## src/rtl/wram_decode_pkg.sv

```systemverilog
package wram_decode_pkg;

    typedef struct packed {
        logic m2;
        logic a14;
        logic a13;
        logic rw;
        logic romsel_n;
    } cpu_bus_t;

    localparam int BUS_W = $bits(cpu_bus_t);

    typedef struct packed {
        logic ce;
        logic we;
    } ram_ctl_t;

    typedef struct packed {
        logic m2_q;
        logic phase_wr;
        logic prev_wr;
    } wr_track_t;

    function automatic logic in_ram_window(input cpu_bus_t b);
        return b.a14 & b.a13 & b.romsel_n;
    endfunction

    function automatic logic is_mapper_write(input cpu_bus_t b);
        return ~b.romsel_n & ~b.rw;
    endfunction

endpackage

```

## src/rtl/wd_sync.sv

```systemverilog
module wd_sync #(
    parameter int W      = 5,
    parameter int STAGES = 2
) (
    input  logic         clk,
    input  logic         rst,
    input  logic [W-1:0] d,
    output logic [W-1:0] q
);
    logic [W-1:0] pipe [STAGES];

    for (genvar i = 0; i < STAGES; i++) begin : g_stage
        always_ff @(posedge clk) begin
            if (rst)
                pipe[i] <= '0;
            else if (i == 0)
                pipe[i] <= d;
            else
                pipe[i] <= pipe[(i == 0) ? 0 : i-1];
        end
    end

    assign q = pipe[STAGES-1];
endmodule

```

## src/rtl/wd_m2_delay.sv

```systemverilog
module wd_m2_delay #(
    parameter int DELAY = 3
) (
    input  logic clk,
    input  logic rst,
    input  logic m2_in,
    output logic m2_dly
);
    if (DELAY == 1) begin : g_single
        logic q;
        always_ff @(posedge clk) begin
            if (rst) q <= 1'b0;
            else     q <= m2_in;
        end
        assign m2_dly = q;
    end else begin : g_line
        logic [DELAY-1:0] line;
        always_ff @(posedge clk) begin
            if (rst) line <= '0;
            else     line <= {line[DELAY-2:0], m2_in};
        end
        assign m2_dly = line[DELAY-1];
    end
endmodule

```

## src/rtl/wd_ram_ctl.sv

```systemverilog
module wd_ram_ctl
    import wram_decode_pkg::*;
(
    input  logic     clk,
    input  logic     rst,
    input  cpu_bus_t bus,
    input  logic     m2_dly,
    output ram_ctl_t ctl
);
    always_comb begin
        ctl.ce = ~rst & bus.m2 & m2_dly & in_ram_window(bus);
        ctl.we = ctl.ce & ~bus.rw;
    end

    AST_WE_ONLY_WITH_CE: assert property (@(posedge clk) disable iff (rst)
        ctl.we |-> ctl.ce);
    AST_CE_DROPS_WITH_M2: assert property (@(posedge clk) disable iff (rst)
        $fell(bus.m2) |-> !ctl.ce);
    AST_CE_AFTER_SETTLE: assert property (@(posedge clk) disable iff (rst)
        ctl.ce |-> $past(bus.m2));
endmodule

```

## src/rtl/wd_map_write.sv

```systemverilog
module wd_map_write
    import wram_decode_pkg::*;
(
    input  logic     clk,
    input  logic     rst,
    input  cpu_bus_t bus,
    output logic     strobe
);
    wr_track_t st;
    logic      mw;

    assign mw     = is_mapper_write(bus);
    assign strobe = ~rst & bus.m2 & mw & ~st.phase_wr & ~st.prev_wr;

    always_ff @(posedge clk) begin
        if (rst) begin
            st <= '0;
        end else begin
            st.m2_q     <= bus.m2;
            st.phase_wr <= bus.m2 ? (st.phase_wr | mw) : 1'b0;
            if (st.m2_q && !bus.m2)
                st.prev_wr <= st.phase_wr;
        end
    end

    AST_STB_ONE_CYCLE: assert property (@(posedge clk) disable iff (rst)
        strobe |=> !strobe);
endmodule

```

## src/rtl/wram_decode.sv

```systemverilog
module wram_decode
    import wram_decode_pkg::*;
#(
    parameter int DELAY       = 3,
    parameter int SYNC_STAGES = 2
) (
    input  logic clk,
    input  logic rst,
    input  logic cpu_m2,
    input  logic cpu_a14,
    input  logic cpu_a13,
    input  logic cpu_rw,
    input  logic rom_sel_n,
    output logic wram_ce,
    output logic wram_we,
    output logic map_wr_stb
);
    cpu_bus_t raw_bus;
    cpu_bus_t s_bus;
    logic     m2_dly;
    ram_ctl_t ctl;

    assign raw_bus = '{m2: cpu_m2, a14: cpu_a14, a13: cpu_a13,
                       rw: cpu_rw, romsel_n: rom_sel_n};

    wd_sync #(.W(BUS_W), .STAGES(SYNC_STAGES)) u_sync (
        .clk (clk),
        .rst (rst),
        .d   (raw_bus),
        .q   (s_bus)
    );

    wd_m2_delay #(.DELAY(DELAY)) u_dly (
        .clk    (clk),
        .rst    (rst),
        .m2_in  (s_bus.m2),
        .m2_dly (m2_dly)
    );

    wd_ram_ctl u_ram (
        .clk    (clk),
        .rst    (rst),
        .bus    (s_bus),
        .m2_dly (m2_dly),
        .ctl    (ctl)
    );

    wd_map_write u_map (
        .clk    (clk),
        .rst    (rst),
        .bus    (s_bus),
        .strobe (map_wr_stb)
    );

    assign wram_ce = ctl.ce;
    assign wram_we = ctl.we;

    AST_WINDOW_ADDR: assert property (@(posedge clk) disable iff (rst)
        wram_ce |-> ($past(cpu_a14, SYNC_STAGES) && $past(cpu_a13, SYNC_STAGES)));
    AST_MAP_IS_WRITE: assert property (@(posedge clk) disable iff (rst)
        map_wr_stb |-> (!$past(cpu_rw, SYNC_STAGES) && !$past(rom_sel_n, SYNC_STAGES)));
endmodule

```

## config.mk

```make
export PLATFORM = sky130hd
export DESIGN_NAME = wram_decode
export DESIGN_NICKNAME = d
export VERILOG_FILES = /design/src/rtl/wram_decode_pkg.sv /design/src/rtl/wd_sync.sv /design/src/rtl/wd_m2_delay.sv /design/src/rtl/wd_ram_ctl.sv /design/src/rtl/wd_map_write.sv /design/src/rtl/wram_decode.sv
export SDC_FILE = /design/constraint.sdc
export NUM_CORES = 1
export LEC_CHECK = 0
export BUFFER_PORTS_ARGS = -buffer_cell sky130_fd_sc_hd__clkbuf_2
export CAP_MARGIN = 40
export CELL_PAD_IN_SITES_DETAIL_PLACEMENT = 0
export CELL_PAD_IN_SITES_GLOBAL_PLACEMENT = 1
export CORE_AREA = 5 5 42 44
export CTS_CLUSTER_DIAMETER = 150
export DETAILED_ROUTE_END_ITERATION = 12
export DIE_AREA = 0 0 47 49
export PLACE_DENSITY_LB_ADDON = 0.1
export SYNTH_ARGS = -nofsm -noshare
export SYNTH_HDL_FRONTEND = slang
export SYNTH_SLANG_ARGS = --single-unit
```

## constraint.sdc

```tcl
create_clock -name clk -period 1.24 [get_ports clk]
set_input_delay 0 -clock clk [delete_from_list [all_inputs] [get_ports clk]]
set_output_delay 0 -clock clk [all_outputs]
set_load 0.01 [all_outputs]
```

==> results by group <==
Worst setup path
  • WP data required: between 1 and 1.5 ns
  • Critical path arrival: 1.12 ns
  • Crit Path Category: reg -> out
  • Slowest stage delay, CP: ~0.40 ns
  • FF-to-FF setup slack: approximately 0.45 ns
  • CP Max Fanout: 4
  • R2R depth: 2
  • Worst Setup Start Kind: register
  • Critical Path, Cell by Cell: nand2b_4 > nor4b_4 > clkbuf_2
  • CP Capture Type: primary output
  • Slowest-stage cell, CP: dfxtp_1

Yosys
  • Syn Nets: 47
  • Synth Warn #: 0
  • Netlist cell types: 14
  • Synthesis-stage register bit count: 15
  • Avg Cell Area, Syn: approximately 12 um^2
  • Syn Std Cell Area: around 480 um^2
  • Post-synthesis sequential area ratio: 62.0%
  • Synthesized instance count: 40

Global route
  • Largest net degree at the start of global routing: 16
  • First-pass GRT wire length: roughly 1200 um
  • Initial antenna violation count: 0
  • Overall Global Routing Usage: around 7.2%
  • Vias in the first global route: 302
  • Total congestion overflow: 0

Power and ir drop
  • P_int: between 0.0006 and 0.0007 W
  • Sw Ratio: between 10% and 20%
  • Static Leakage: 0.272 nW
  • Seq pwr share: approximately 63%
  • Max IR drop VDD: approximately 590 uV
  • Comb power frac: 6.1%
  • PD cells: approximately 1300 nW/um^2
  • Clock power frac: approximately a third
  • NetSw: between 0.00015 and 0.0002 W

Layout
  • Post-route core utilization: approximately 44%
  • Diode count: 0
  • Register area: ~300 um^2
  • Commonest non-fill, non-tap cell in the layout: dfxtp_1
  • Share of cells above drive strength 1: approximately a quarter
  • Commonest cells after routing, fill and taps aside: dfxtp_1 (15), nor2b_1 (11), clkbuf_2 (9), dlygate4sd3_1 (5), clkbuf_4 (3)
  • Multi-input logic area: ~180 um^2
  • Layout Nets: 65
  • # fillers: ~150
  • Synth-to-layout area growth: 28.2%

STA
  • Final Hold Vio Count: 0
  • Period utilization: about nine tenths
  • Final WS setup: 0.121 ns
  • Setup TNS Final: 0 ns
  • Max Slew Vio Count: 0
  • Hold slack: about 0.085 ns
  • RSZ-0062 raised after global routing: no
  • Tmin final: roughly 1.1 ns
  • Setup violations, final: 0
  • Clock Skews: 0.00286 ns
  • Max_slew headroom: around 83%
  • Fmax: between 0.8 and 0.9 GHz
  • Worst Tran Pin Value: roughly 0.26 ns

Drt
  • Detailed-route via count: 314
  • Per-cell routed wire length: between 9 and 10 um
  • Routed wire length: approximately 680 um
  • Post-route ant nets: 0
  • Drt via density: between 4 and 5
  • Drt first pass iters: 2
  • DRT iter0 DRCs: 1
  • # DRC: 0

Place
  • Place WS: ~0.4 ns
  • RePlAce Congestion: between 0.6 and 0.7
  • PortBufs: 9

Die
  • Initial Util: between 30% and 40%
  • Die ar.: 2300 um^2
  • Rows: 14
  • Vert. Die Dim: between 40 and 50 um
  • Die X: between 40 and 50 um
  • Core ar.: 1400 um^2
  • Io pins: 10

Run status
  • Outcome: finished, final reports clean

Clock tree
  • Clock Tree Root: clkbuf_4
  • H-tree levels: 1
  • CTS tree: done
  • Clock buffer depth: 2
  • Clock Sinks: 15
  • Clock latency on the worst-skew pair: around 0.27 ns
  • CTS Buf Count: 3
  • CTS clk-pin slew, worst paths: about 0.080 ns

Min path
  • Worst hold path cell count: 2
  • Hold Crit Class: in -> reg

Flow run
  • Number of max-cap violations: 0
-- power groups by stage --
stage	clock network (W)	logic [W]	registers, W
finish	0.000254	0.0000494	0.000506
global route	0.000286	0.0000554	0.000508
global placement	0	0.0000372	0.000517
detailed placement	0	0.0000384	0.000517
floorplan	0	0.0000256	0.000516
CTS	0.000276	0.0000503	0.000506
-- layer usage --
metal / global-route usage, % / up-vias / share of wire, %
li1: - / 163 / -
met1: 8.46 / 142 / 47
met2: 10.4 / 9 / 46
met3: 3.32 / 0 / 6.4
met4: 4.15 / 0 / 0
met5: 0 / - / 0
-- kinds of logic (layout without fill, tap and decap cells) --
group | after synthesis | count (layout) | synth area share (%)
flip-flops | 15 | 15 | 62.0
buffers and inverters | 2 | 19 | 1.81
AND/OR/NAND/NOR | 21 | 21 | 32.8
AO/OA/AOI/OAI | 2 | 2 | 3.36
-- metrics by stage --
stage,total power [W],instance area [um^2],cells
6_report,0.000809,621,73
5_1_grt,0.000849,621,73
4_1_cts,0.000832,621,73
3_5_place_dp,0.000556,544,64
3_3_place_gp,0.000554,544,64
2_1_floorplan,0.000541,484,40
-- worst max-delay path, delay by kind of cell, from the launching register on --
family	cells	cell delay (ns)
and+or+nand+nor	2	0.29
DFF	1	0.40
buffers and inverters	1	0.16
-- synth_stat cells --
library cell | instances | share of area, %
nor3_1 | 1 | 1.0
nor2b_1 | 11 | 14
o21a_1 | 1 | 1.6
or2b_1 | 1 | 1.6
nand2b_4 | 1 | 2.8
nor2_1 | 2 | 1.6
buf_2 | 1 | 1.0
nor4b_4 | 1 | 4.9
nand4bb_1 | 1 | 2.3
dfxtp_1 | 15 | 62
o21ai_2 | 1 | 1.8
nand4_1 | 1 | 1.3
and2b_1 | 2 | 3.1
inv_1 | 1 | 0.77
-- state kept, by name, summed over array words and instances (netlist names) --
name and count:
u_dly.g_line.line 3, u_map.st 2, u_sync.pipe 10
-- timing repair --
item / CTS / global route
setup endpoints to repair: 0 / 0
hold buffers: 5 / 0
gates resized for setup: 0 / 0
buffers inserted: 0 / 0
hold endpoints to repair: 5 / 0
-- path summary, 6_finish.rpt --
check / startpoint / endpoint
setup / recovery: u_sync.pipe[1][4] / map_wr_stb
hold / removal: rst / u_sync.pipe[1][4]
setup reg to reg: u_map.st[0] / u_map.st[0]
hold reg to reg: u_dly.g_line.line[1] / u_dly.g_line.line[2]
-- layout make-up --
cell class	instances	share of cell area (%)
well taps	16	3.23
clock buffers	4	4.23
inverters	1	0.605
multi-input cells	23	28.2
flip-flops and latches	15	48.4
repair buffers	14	15.3
(Power assumes the default switching activity.)
